===== config.mk =====
export PLATFORM = sky130hd
export DESIGN_NAME = ser_cfg_port
export DESIGN_NICKNAME = d
export VERILOG_FILES = /design/src/rtl/ser_cfg_pkg.sv /design/src/rtl/ser_sync_edge.sv /design/src/rtl/ser_frame_shift.sv /design/src/rtl/ser_ctrl_reg.sv /design/src/rtl/ser_cfg_port.sv
export SDC_FILE = /design/constraint.sdc
export NUM_CORES = 1
export LEC_CHECK = 0
export BUFFER_PORTS_ARGS = -buffer_cell sky130_fd_sc_hd__buf_2
export CAP_MARGIN = 30
export CORE_UTILIZATION = 59
export DETAILED_ROUTE_END_ITERATION = 10
export PLACE_DENSITY_LB_ADDON = 0.15
export SLEW_MARGIN = 25
export SYNTH_ARGS = -nofsm -noshare
export SYNTH_HDL_FRONTEND = slang
export SYNTH_SLANG_ARGS = --single-unit

===== constraint.sdc =====
create_clock -name clk -period 2.83 [get_ports clk]
set_input_delay 0.566 -clock clk [delete_from_list [all_inputs] [get_ports clk]]
set_output_delay 0.566 -clock clk [all_outputs]
set_load 0.005 [all_outputs]

===== src/rtl/ser_cfg_pkg.sv =====
package ser_cfg_pkg;

    localparam int ADDR_W = 4;
    localparam int DATA_W = 12;

    typedef struct packed {
        logic [3:0] rd_sel;
        logic       cal;
        logic [2:0] pd;
        logic [3:0] gain;
    } ctrl_word_t;

    function automatic ctrl_word_t to_ctrl(input logic [DATA_W-1:0] w);
        return ctrl_word_t'(w);
    endfunction

    function automatic logic cal_rises(input ctrl_word_t old_w, input ctrl_word_t new_w);
        return new_w.cal & ~old_w.cal;
    endfunction

endpackage


===== src/rtl/ser_sync_edge.sv =====
module ser_sync_edge #(
    parameter int STAGES = 2
) (
    input  logic clk,
    input  logic rst,
    input  logic sclk,
    input  logic cs_n,
    input  logic sdi,
    output logic fall_seen,
    output logic sel_active,
    output logic sdi_s
);
    localparam int W = 3;

    logic [W-1:0] chain [STAGES];
    logic         sclk_prev;

    always_ff @(posedge clk) begin
        if (rst) begin
            for (int i = 0; i < STAGES; i++) chain[i] <= 3'b011;
            sclk_prev <= 1'b1;
        end else begin
            chain[0] <= {sdi, cs_n, sclk};
            for (int i = 1; i < STAGES; i++) chain[i] <= chain[i-1];
            sclk_prev <= chain[STAGES-1][0];
        end
    end

    assign fall_seen  = sclk_prev & ~chain[STAGES-1][0];
    assign sel_active = ~chain[STAGES-1][1];
    assign sdi_s      = chain[STAGES-1][2];

endmodule


===== src/rtl/ser_frame_shift.sv =====
module ser_frame_shift import ser_cfg_pkg::*; #(
    parameter logic [ADDR_W-1:0] CTRL_ADDR = 4'b0001
) (
    input  logic              clk,
    input  logic              rst,
    input  logic              fall_seen,
    input  logic              sel_active,
    input  logic              sdi_s,
    output logic              commit,
    output logic [DATA_W-1:0] word
);
    localparam int BITS  = ADDR_W + DATA_W;
    localparam int LAST  = BITS + 1;
    localparam int CNT_W = $clog2(LAST + 1);

    logic [BITS-1:0]  shreg;
    logic [CNT_W-1:0] cnt;
    logic             addr_hit;

    assign addr_hit = (shreg[BITS-1 -: ADDR_W] == CTRL_ADDR);
    assign word     = shreg[DATA_W-1:0];

    always_ff @(posedge clk) begin
        if (rst) begin
            shreg  <= '0;
            cnt    <= '0;
            commit <= 1'b0;
        end else begin
            commit <= 1'b0;
            if (!sel_active) begin
                cnt <= '0;
            end else if (fall_seen) begin
                if (cnt < CNT_W'(BITS)) begin
                    shreg <= {shreg[BITS-2:0], sdi_s};
                    cnt   <= cnt + 1'b1;
                end else if (cnt == CNT_W'(BITS)) begin
                    cnt    <= CNT_W'(LAST);
                    commit <= addr_hit;
                end
            end
        end
    end

endmodule


===== src/rtl/ser_ctrl_reg.sv =====
module ser_ctrl_reg import ser_cfg_pkg::*; (
    input  logic              clk,
    input  logic              rst,
    input  logic              commit,
    input  logic [DATA_W-1:0] word,
    output ctrl_word_t        ctrl,
    output logic              cfg_valid,
    output logic              cal_start
);
    ctrl_word_t next_w;
    assign next_w = to_ctrl(word);

    always_ff @(posedge clk) begin
        if (rst) begin
            ctrl      <= '0;
            cfg_valid <= 1'b0;
            cal_start <= 1'b0;
        end else begin
            cfg_valid <= commit;
            cal_start <= commit & cal_rises(ctrl, next_w);
            if (commit) ctrl <= next_w;
        end
    end

endmodule


===== src/rtl/ser_cfg_port.sv =====
module ser_cfg_port import ser_cfg_pkg::*; #(
    parameter logic [ADDR_W-1:0] CTRL_ADDR   = 4'b0001,
    parameter int                SYNC_STAGES = 2
) (
    input  logic       clk,
    input  logic       rst,
    input  logic       sclk,
    input  logic       cs_n,
    input  logic       sdi,
    output logic [3:0] rd_sel,
    output logic       cal_en,
    output logic [2:0] pd_mode,
    output logic [3:0] gain,
    output logic       cfg_valid,
    output logic       cal_start
);
    logic              fall_seen, sel_active, sdi_s, commit;
    logic [DATA_W-1:0] word;
    ctrl_word_t        ctrl;

    ser_sync_edge #(.STAGES(SYNC_STAGES)) u_sync (
        .clk(clk), .rst(rst), .sclk(sclk), .cs_n(cs_n), .sdi(sdi),
        .fall_seen(fall_seen), .sel_active(sel_active), .sdi_s(sdi_s)
    );

    ser_frame_shift #(.CTRL_ADDR(CTRL_ADDR)) u_shift (
        .clk(clk), .rst(rst), .fall_seen(fall_seen), .sel_active(sel_active),
        .sdi_s(sdi_s), .commit(commit), .word(word)
    );

    ser_ctrl_reg u_reg (
        .clk(clk), .rst(rst), .commit(commit), .word(word),
        .ctrl(ctrl), .cfg_valid(cfg_valid), .cal_start(cal_start)
    );

    assign rd_sel  = ctrl.rd_sel;
    assign cal_en  = ctrl.cal;
    assign pd_mode = ctrl.pd;
    assign gain    = ctrl.gain;

endmodule


Word level (Yosys, flattened, before mapping)

Memories as Yosys holds them, arrays and structs flattened.
Cells that the tools add are included.

Memories kept: 1
Output and inout bits: 14
RAM bits: 6
Register bits after elaboration: 37

Bitwise logic cells: 10
Order comparisons: 1
Add/sub/neg operators: 1
Eq/ne operators: 2
Reduce and logical (&&, ||, !) cells: 5
Mux-type cells: 7

Memory list:

| name         | depth | bits a word | read ports | clocked after Yosys merged registers in | wr ports | line                | text |
|---|---|---|---|---|---|---|---|
| u_sync.chain | 2     | 3           | 2          | 0                                       | 2        | ser_sync_edge.sv:15 | `logic [W-1:0] chain [STAGES];` |

Operator list:

| operator                                                               | count |
|---|---|
| 5-bit two-way mux                                                      | 2 |
| 3-bit two-way mux                                                      | 2 |
| 5-bit by 1-bit adder with 5-bit output (second input constant)         | 1 |
| 5-bit equality test (second input constant)                            | 1 |
| 5-bit < comparator (second input constant)                             | 1 |
| 1-bit NOT                                                              | 5 |
| 5-bit OR reduction                                                     | 1 |
| 4-bit by 1-bit equality test with 1-bit output (second input constant) | 1 |
| 1-bit AND                                                              | 3 |
| 1-bit two-way mux                                                      | 3 |
| 3-bit AND reduction                                                    | 1 |
| 1-bit OR                                                               | 2 |
| 2-bit AND reduction                                                    | 1 |
| 2-bit nonzero test                                                     | 1 |
| 2-bit OR reduction                                                     | 1 |

Longest topological paths before layout

Gate-level depths: netlist (run 1).

Word-level depth: 4
Depth in mapped cells: 5
Mapped depth without buffers: 5

Cells and area by module

From an unflattened synthesis (run 1), not the netlist that was laid out.

Cells, all modules: 171
Area, all modules: 1619.1 µm²

By module, submodules not included:

| module          | times used | area an instance (µm²) | cells an instance | sequential area each (µm²) |
|---|---|---|---|---|
| ser_frame_shift | 1          | 947.2                  | 113               | 440.4 |
| ser_ctrl_reg    | 1          | 478.0                  | 42                | 280.3 |
| ser_sync_edge   | 1          | 193.9                  | 16                | 140.1 |

Worst setup path before layout (run 1)

No wires, ideal clock.

Kind: input -> register
Start: input port rst
End: register u_shift.commit
Setup time: 0.073 ns
Path slack: 1.197 ns
Arrival: 1.560 ns
Buffers on the path: 2
Stages on the path: 5
Data required time: 2.757 ns
Cells stage by stage: buf_6 -> or2_0 -> buf_2 -> or4b_1 -> nor3_2

Longest elaborated chain between the ends: 1

Ends and longest elaborated chain:

| what                                | line                  | text |
|---|---|---|
| start, declared                     | ser_cfg_port.sv:6     | `input logic rst,` |
| 5-bit OR reduction (no source line) | n/a                   |  |
| end signal, assigned                | ser_frame_shift.sv:38 | `commit <= addr_hit;` |
| end, declared                       | ser_frame_shift.sv:9  | `output logic commit,` |

Every way passes these cells.
A chain may end at the register's enable or synchronous reset.

Worst setup path after layout (run 1)

Start: register u_shift.cnt[4]
End: register u_shift.shreg[5]

Longest elaborated chain between the ends: 2

Ends and longest elaborated chain:

| what                                 | line                  | text |
|---|---|---|
| start, declared                      | ser_frame_shift.sv:17 | `logic [CNT_W-1:0] cnt;` |
| start signal, assigned               | ser_frame_shift.sv:35 | `cnt <= cnt + 1'b1;` |
| start signal, assigned               | ser_frame_shift.sv:37 | `cnt <= CNT_W'(LAST);` |
| 5-bit < comparator                   | ser_frame_shift.sv:33 | `if (cnt < CNT_W'(BITS)) begin` |
| 3-bit AND reduction (no source line) | n/a                   |  |
| end signal, assigned                 | ser_frame_shift.sv:34 | `shreg <= {shreg[BITS-2:0], sdi_s};` |
| end, declared                        | ser_frame_shift.sv:16 | `logic [BITS-1:0] shreg;` |

Every way passes these cells.

==> results.py, run 1 <==
metrics = {
    "global_routing": {
        "grt.total_usage": 0.208,
        "grt_overflow_total": 0,
        "grt_max_degree": 38,
        "grt_first_pass_wirelength_um": 4210,
        "grt_pass1_vias": 981,
        "antenna_found_initial": 0,
    },
    "pwr": {
        "p_leak_uw": 0.000615,
        "ir_drop_mv": 0.415,
        "power.density_nw_per_um2": 539,
        "total_power_uw": 909,
    },
    "placement": {
        "gp_congestion": 0.708,
        "placed_area_um2": 1640,
        "hpwl_um": 1700,
        "io_buffers": 18,
    },
    "drt": {
        "ant_nets": 0,
        "drt_first_pass_iters": 4,
        "drt_iter0_markers": 17,
        "num_vias": 1128,
        "wl_per_cell_um": 12.0,
        "routed_via_density": 5.37,
        "wl_um": 2510,
        "drc_errors": 0,
    },
    "floorplanning": {
        "fp.dieH_um": 53.4,
        "ios": 19,
        "initial_core_util": 0.630,
        "fp.dieW_um": 53.4,
        "core_area_um2": 2480,
        "die_area_um2": 2850,
        "rows": 18,
    },
    "setup_path": {
        "cp.required_ns": 3.03,
        "crit_path_start_kind": "flop",
        "end_kind": "flop",
        "cp.arrival_ns": 1.87,
        "reg2reg_depth": 3,
        "worst-path-max-fanout": 16,
        "path_class": "reg2reg",
        "regToRegSetupSlack_ns": 1.16,
    },
    "clock_network": {
        "cts_resized": 0,
        "clkLatencyLatePin_ns": 0.34,
        "tritoncts": "yes",
        "cts.clk_slew.worst_paths_ns": 0.11,
        "postCtsHoldBufs": 0,
        "cts_max_level": 2,
        "clockRootBuffer": "clkbuf_4",
        "cts.sinks": 43,
        "numCtsBuffers": 5,
        "clock_path_buffers": 2,
        "postCtsSetupBuffers": 0,
    },
    "synthesis": {
        "synth.net_count": 171,
        "syn_inst": 164,
        "synth.avg_cell_area_um2": 9.51,
        "synth_largest_area_cell": "dfxtp_1",
        "synth_area_leaders": "dfxtp_1 (55%), nand2_1 (8.2%), mux2i_1 (7.7%)",
        "seq_area_frac_synth": 0.552,
        "ys_ff_latch": 43,
        "synth_cell_types": 28,
        "syn_area_um2": 1560,
        "ys_warn_count": 0,
        "synth_top_area_frac": 0.552,
    },
    "cells_and_area": {
        "final_common_cell": "dfxtp_1",
        "drive_above_1_share": 0.183,
        "fin_nets": 186,
        "syn_to_final_growth_pct": 8.10,
        "final_cell_mix": "dfxtp_1 (43), nand2_1 (34), a21oi_1 (19)",
        "insertedDiodeCount": 0,
        "fin_area_um2": 1690,
    },
    "timing": {
        "fin_hold_ws_ns": 0.408,
        "period_needed_ns": 1.67,
        "fmax_mhz": 600,
        "slew_headroom": 0.472,
        "fin_tns_setup_ns": 0,
        "hold_viol_final": 0,
        "setup_viol": 0,
        "rsz0062_at_grt": "false",
        "slew_violations": 0,
        "finalCritPeriodShare": 0.588,
        "finClkSkew_ns": 0.0116,
        "worst_slew_pin_slew_ns": 0.789,
    },
    "worst_hold_path": {
        "hold_depth": 2,
        "hp-class": "in2reg",
    },
    "run_status": {
        "status": "finished, final reports clean",
    },
    "flow_run": {
        "max_cap_violations": 0,
    },
}
## Yosys cell counts, drive strengths merged
| cell type | count |
|---|---|
| xnor2 | 1 |
| and4b | 1 |
| dfxtp | 43 |
| inv | 2 |
| nor4bb | 1 |
| or3b | 2 |
| nor3 | 1 |
| nand3 | 2 |
| clkbuf | 4 |
| o31ai | 1 |
| buf | 6 |
| or4 | 1 |
| mux2i | 12 |
| ha | 2 |
| or2 | 6 |
| or4b | 2 |
| and3b | 1 |
| nor2 | 15 |
| nor4b | 1 |
| nand2 | 34 |
| a211o | 1 |
| a21oi | 19 |
| o21ai | 1 |
| a31oi | 1 |
| nor2b | 3 |
| nand2b | 1 |
## layout make-up
class,count,area [um2]
inverter,2,7.51
clock inverter,1,5.00
timing repair buffer,18,90.1
tap,30,37.5
sequential,43,861
clock buffer,7,45.0
fill,204,791
multi-input combinational,109,641
## worst max-delay path, cell delays in order, from the launching register on
cell and delay, ns:
dfxtp_1 0.44, or4b_1 0.84, nand2_1 0.17, a21oi_1 0.08
## kinds of logic after synthesis
family	count (synthesis)	synth area share
buffers and inverters	12	0.0377
adders and majority gates	2	0.0160
and+or+nand+nor	71	0.233
muxes	12	0.0770
xor gates and xnor gates	1	0.00561
DFF	43	0.552
AOI/OAI and AO/OA	23	0.0786
## where the power goes
group / leakage, uW / switching [uW] / total, uW / internal, uW
clock network: 0.0000293 / 182 / 280 / 97.1
logic: 0.000238 / 11.3 / 17.7 / 6.44
registers: 0.000348 / 2.71 / 612 / 609
total: 0.000615 / 196 / 909 / 713
## metal layers
layer  share of wire  vias up  track usage
li1                -      570            -
met1            0.46      517        0.261
met2            0.48       36        0.323
met3           0.046        5       0.0603
met4          0.0096        0        0.101
met5               0        -            0
## final timing paths
check | from | end
hold / removal | cs_n | u_sync.chain[0][1]$_SDFF_PP1_
setup reg to reg | u_shift.cnt[4]$_SDFFE_PP0P_ | u_shift.shreg[5]$_SDFFE_PP0P_
hold reg to reg | u_sync.chain[0][0]$_SDFF_PP1_ | u_sync.chain[0][3]$_SDFF_PP1_
setup / recovery | u_shift.cnt[4]$_SDFFE_PP0P_ | u_shift.shreg[5]$_SDFFE_PP0P_
## stage by stage
stage	utilization	std cells	setup WS (ns)
after floorplan	-	164	1.20
after global placement	0.661	202	0.929
after detailed placement	0.661	202	0.895
after CTS	0.681	210	1.19
after global routing	0.681	210	1.09
final	0.681	210	1.16
## sequential cells by signal (all words and copies together) (netlist names)
register / flops
u_reg.cal_start: 1
u_reg.cfg_valid: 1
u_reg.ctrl: 12
u_shift.cnt: 5
u_shift.commit: 1
u_shift.shreg: 16
u_sync.chain: 6
u_sync.sclk_prev: 1
Power figures use the tool's default switching activity.
==> run 2, diff against run 1 <==
Settings changed: CORE_UTILIZATION 59 to 55.
Clock period 2.83 ns to 1.6 ns, I/O delays scaled along.
==> run 2 against run 1 <==
Compared with the run above:
- global-route usage decreased by 2.9 points
- clock power grew 130%
- critical endpoint is now u_shift.cnt[0]$_SDFFE_PP0P_
- clock skew is 0.0014 ns lower
- count of clock-buffer cells in the layout down 2
- die area grew 7.0%
- sequential power increased by 76%
==> results.py, run 2 (synthesized netlist as in run 1, its figures left out) <==
metrics = {
    "drt": {
        "drc_errors": 0,
        "routed_via_density": 5.43,
        "wl_um": 2570,
        "drt_first_pass_iters": 4,
        "ant_nets": 0,
        "wl_per_cell_um": 12.0,
        "num_vias": 1168,
        "drt_iter0_markers": 23,
    },
    "global_routing": {
        "grt_max_degree": 37,
        "grt.total_usage": 0.179,
        "grt_overflow_total": 0,
        "grt_first_pass_wirelength_um": 4260,
        "antenna_found_initial": 0,
        "grt_pass1_vias": 1022,
    },
    "setup_path": {
        "crit_path_start_kind": "flop",
        "worst-path-max-fanout": 5,
        "cpPeakStageDelay_ns": 0.48,
        "cp.required_ns": 1.88,
        "critPathLaunch": "u_shift.cnt[0]$_SDFFE_PP0P_",
        "timing.rr.start": "u_shift.cnt[0]$_SDFFE_PP0P_",
        "worstPathCellList": "inv_1 -> ha_1 -> or3b_2 -> a211o_1 -> a21oi_1",
        "slowest_stage": "or3b_2",
        "end_kind": "flop",
        "path_class": "reg2reg",
        "cp.arrival_ns": 1.84,
        "crit_buf_inv": 1,
        "cp_top_family": "simple AND/OR/NAND/NOR gates",
    },
    "cells_and_area": {
        "regMostFlops": "u_shift.shreg",
        "largest_reg_flops": 16,
        "reg.largest.list": "u_shift.shreg: 16 flops, u_reg.ctrl: 12 flops, u_sync.chain: 6 flops",
        "syn_to_final_growth_pct": 13.6,
        "fin_nets": 192,
        "stdcell_count": 215,
        "drive_above_1_share": 0.227,
        "final_cell_mix": "dfxtp_1 (41), nand2_1 (34), a21oi_1 (19)",
        "final_common_cell": "dfxtp_1",
        "fill_cells": 221,
        "insertedDiodeCount": 0,
    },
    "clock_network": {
        "clock_path_buffers": 2,
        "tritoncts": "yes",
        "numCtsBuffers": 5,
        "cts.sinks": 43,
        "clockRootBuffer": "clkbuf_4",
        "clkLatencyLatePin_ns": 0.35,
        "postCtsSetupBuffers": 0,
        "cts.clk_slew.worst_paths_ns": 0.11,
        "cts_max_level": 2,
    },
    "timing": {
        "worst_slew_pin_slew_ns": 0.321,
        "slew_headroom": 0.783,
        "fin_hold_ws_ns": 0.151,
        "setup_viol": 0,
        "finClkSkew_ns": 0.0102,
        "finalCritPeriodShare": 0.972,
        "period_needed_ns": 1.56,
        "fin_tns_setup_ns": 0,
        "slew_violations": 0,
        "rsz0062_at_grt": "false",
        "fmax_mhz": 643,
        "hold_viol_final": 0,
    },
    "placement": {
        "io_buffers": 18,
        "hpwl_um": 1690,
        "place_inst": 208,
        "gp_congestion": 0.696,
    },
    "floorplanning": {
        "initial_core_util": 0.608,
        "ios": 19,
        "fp.dieH_um": 55.3,
        "fp.dieW_um": 55.3,
        "die_area_um2": 3050,
        "core_area_um2": 2570,
        "rows": 18,
    },
    "pwr": {
        "power.density_nw_per_um2": 999,
        "seq_power_share": 0.611,
        "p_sw_frac": 0.202,
        "internal_power_uw": 1410,
        "clock_power_share": 0.369,
        "p_leak_uw": 0.000657,
        "combPwrFrac": 0.020,
        "ir_drop_mv": 0.966,
        "net-switching-power_uw": 358,
    },
    "run_status": {
        "status": "finished, final reports clean",
    },
    "worst_hold_path": {
        "worstHoldStart": "cs_n",
        "hp-class": "in2reg",
    },
    "flow_run": {
        "max_cap_violations": 0,
    },
}
[run 2: area by class of cell]
| cell class | count | area, um2 | area share |
|---|---|---|---|
| Multi-Input combinational cell | 109 | 641 | 0.362 |
| Sequential cell | 43 | 863 | 0.487 |
| Tap cell | 30 | 37.5 | 0.0212 |
| Timing Repair Buffer | 24 | 148 | 0.0833 |
| Clock inverter | 2 | 37.5 | 0.0212 |
| Clock buffer | 5 | 37.5 | 0.0212 |
| Inverter | 2 | 7.51 | 0.00424 |
[run 2: final timing paths]
check | end | slack [ns] | cells past startpoint
setup / recovery | u_shift.cnt[0]$_SDFFE_PP0P_ | 0.04 | 5
hold / removal | u_sync.chain[0][1]$_SDFF_PP1_ | 0.15 | 2
setup reg to reg | u_shift.cnt[0]$_SDFFE_PP0P_ | 0.04 | 5
hold reg to reg | u_sync.chain[0][3]$_SDFF_PP1_ | 0.42 | 1
[run 2: repair_timing]
action / CTS / global route
endpoints found under the setup margin: 0 / 1
gates resized for setup: 0 / 2
hold buffers: 0 / 0
[run 2: power by group through the flow]
stage / logic (uW) / registers [uW] / clock network, uW
2_1_floorplan: 27.0 / 1110 / 0
6_report: 35.1 / 1080 / 653
3_3_place_gp: 34.1 / 1110 / 0
5_1_grt: 38.8 / 1080 / 711
3_5_place_dp: 35.3 / 1110 / 0
4_1_cts: 35.5 / 1080 / 680
[run 2: metal layers]
metal / global-route usage / part of all wire / vias up
met4: 0.107 / 0.031 / 0
met2: 0.281 / 0.46 / 31
met1: 0.208 / 0.46 / 546
met5: 0 / 0 / -
li1: - / - / 584
met3: 0.0656 / 0.048 / 7
[run 2: metrics by stage]
| stage | setup slack (ns) | util | area, um2 | power (uW) |
|---|---|---|---|---|
| 3_3_place_gp | 0.144 | 0.660 | 1690 | 1140 |
| 5_1_grt | 0.000834 | 0.690 | 1770 | 1830 |
| 4_1_cts | 0.0233 | 0.689 | 1770 | 1800 |
| 2_1_floorplan | 0.160 | - | 1560 | 1130 |
| 6_report | 0.0446 | 0.690 | 1770 | 1770 |
| 3_5_place_dp | 0.0501 | 0.660 | 1690 | 1140 |
==> run 3, diff against run 2 <==
Settings changed: CORE_UTILIZATION 55 to 59.
Clock period 1.6 ns to 1.9 ns, I/O delays scaled along.
==> run 3 against run 2 <==
Compared with the run above:
- clock skew hardly changed
- worst hold slack better by 0.058 ns
- largest power group unchanged
- critical path type unchanged
- critical path depth stayed put
- critical endpoint unchanged
==> results.py, run 3 (synthesized netlist as in run 1, its figures left out) <==
metrics = {
    "run_status": {
        "status": "finished, final reports clean",
    },
    "global_routing": {
        "grt_max_degree": 35,
        "top_usage_layer": "met2",
        "grt_first_pass_wirelength_um": 4460,
        "antenna_found_initial": 0,
        "grt_overflow_total": 0,
        "grt.total_usage": 0.225,
        "met2_usage": 0.363,
        "use_met3": 0.0776,
        "grt_pass1_vias": 1019,
        "grt.met1_usage": 0.276,
    },
    "clock_network": {
        "numCtsBuffers": 5,
        "clkLatencyLatePin_ns": 0.35,
        "cts_max_level": 2,
        "postCtsHoldBufs": 0,
        "clock_path_buffers": 2,
        "cts.clk_slew.worst_paths_ns": 0.11,
        "postCtsSetupBuffers": 0,
        "clockRootBuffer": "clkbuf_4",
        "tritoncts": "yes",
        "cts.sinks": 43,
        "cts_resized": 0,
    },
    "setup_path": {
        "cp.arrival_ns": 1.91,
        "cpPeakStageDelay_ns": 0.50,
        "slowest_stage": "or3b_2",
        "crit_buf_inv": 1,
        "worst-path-max-fanout": 5,
        "worstPathCellList": "inv_1 -> ha_1 -> or3b_2 -> a211o_1 -> a21oi_1",
        "crit_path_start_kind": "flop",
        "cp_top_family": "simple AND/OR/NAND/NOR gates",
        "end_kind": "flop",
        "cp.required_ns": 2.19,
        "path_class": "reg2reg",
    },
    "cells_and_area": {
        "final_common_cell": "dfxtp_1",
        "multi_input_area_um2": 641,
        "fill_cells": 216,
        "fin_nets": 189,
        "regMostFlops": "u_shift.shreg",
        "largest_reg_flops": 16,
        "insertedDiodeCount": 0,
        "seqCellArea_um2": 861,
        "reg.largest.list": "u_shift.shreg: 16 flops, u_reg.ctrl: 12 flops, u_sync.chain: 6 flops",
        "syn_to_final_growth_pct": 11.1,
        "drive_above_1_share": 0.203,
        "final_cell_mix": "dfxtp_1 (43), nand2_1 (34), a21oi_1 (19)",
    },
    "drt": {
        "drc_errors": 0,
        "wl_um": 2680,
        "num_vias": 1137,
        "ant_nets": 0,
        "routed_via_density": 5.36,
        "drt_iter0_markers": 23,
        "wl_per_cell_um": 12.7,
        "drt_first_pass_iters": 5,
    },
    "floorplanning": {
        "initial_core_util": 0.630,
        "fp.dieW_um": 53.4,
        "ios": 19,
        "fp.dieH_um": 53.4,
        "rows": 18,
        "die_area_um2": 2850,
        "core_area_um2": 2480,
    },
    "timing": {
        "setup_ws_ns": 0.281,
        "period_needed_ns": 1.62,
        "fin_tns_setup_ns": 0,
        "finalCritPeriodShare": 0.852,
        "slew_violations": 0,
        "slew_headroom": 0.507,
        "finClkSkew_ns": 0.0103,
        "fmax_mhz": 618,
        "hold_viol_final": 0,
        "rsz0062_at_grt": "false",
        "worst_slew_pin_slew_ns": 0.738,
        "setup_viol": 0,
    },
    "worst_hold_path": {
        "hp-class": "in2reg",
    },
    "pwr": {
        "power.density_nw_per_um2": 863,
        "ir_drop_mv": 0.999,
        "p_leak_uw": 0.000639,
        "total_power_uw": 1500,
    },
    "flow_run": {
        "max_cap_violations": 0,
    },
    "placement": {
        "dp_slack_ns": 0.307,
        "io_buffers": 18,
        "hpwl_um": 1850,
        "gp_congestion": 0.710,
    },
}
==> run 3: final timing paths <==
kind	endpoint	slack [ns]	depth (start not counted)	start
max reg2reg	u_shift.cnt[0]$_SDFFE_PP0P_	0.28	5	u_shift.cnt[0]$_SDFFE_PP0P_
min reg2reg	u_sync.chain[0][3]$_SDFF_PP1_	0.42	1	u_sync.chain[0][0]$_SDFF_PP1_
max	u_shift.cnt[0]$_SDFFE_PP0P_	0.28	5	u_shift.cnt[0]$_SDFFE_PP0P_
min	u_sync.chain[0][0]$_SDFF_PP1_	0.21	2	sclk
==> run 3: power breakdown <==
group / switching [uW] / internal [uW] / total, uW
sequential: 4.25 / 908 / 912
combinational: 17.0 / 11.2 / 28.3
clock: 286 / 270 / 556
==> run 3: cell type report <==
class                           count  share of cell area
Sequential cell                    43               0.496
Inverter                            2             0.00433
Timing Repair Buffer               21              0.0649
Multi-Input combinational cell    109               0.369
Tap cell                           30              0.0216
Clock buffer                        5              0.0216
Clock inverter                      2              0.0216
==> run 3: stage by stage <==
stage / util / hold slack [ns] / area, um2 / instances
CTS: 0.700 / 0.196 / 1730 / 212
floorplan: - / 0.389 / 1560 / 164
global placement: 0.670 / 0.392 / 1660 / 205
detailed placement: 0.670 / 0.398 / 1660 / 205
finish: 0.700 / 0.209 / 1730 / 212
global route: 0.700 / 0.201 / 1730 / 212
==> run 3: per-layer routing <==
metal,vias up,wire (um)
met3,6,100
met1,533,1230
met5,-,0
li1,578,-
met4,0,37
met2,20,1310
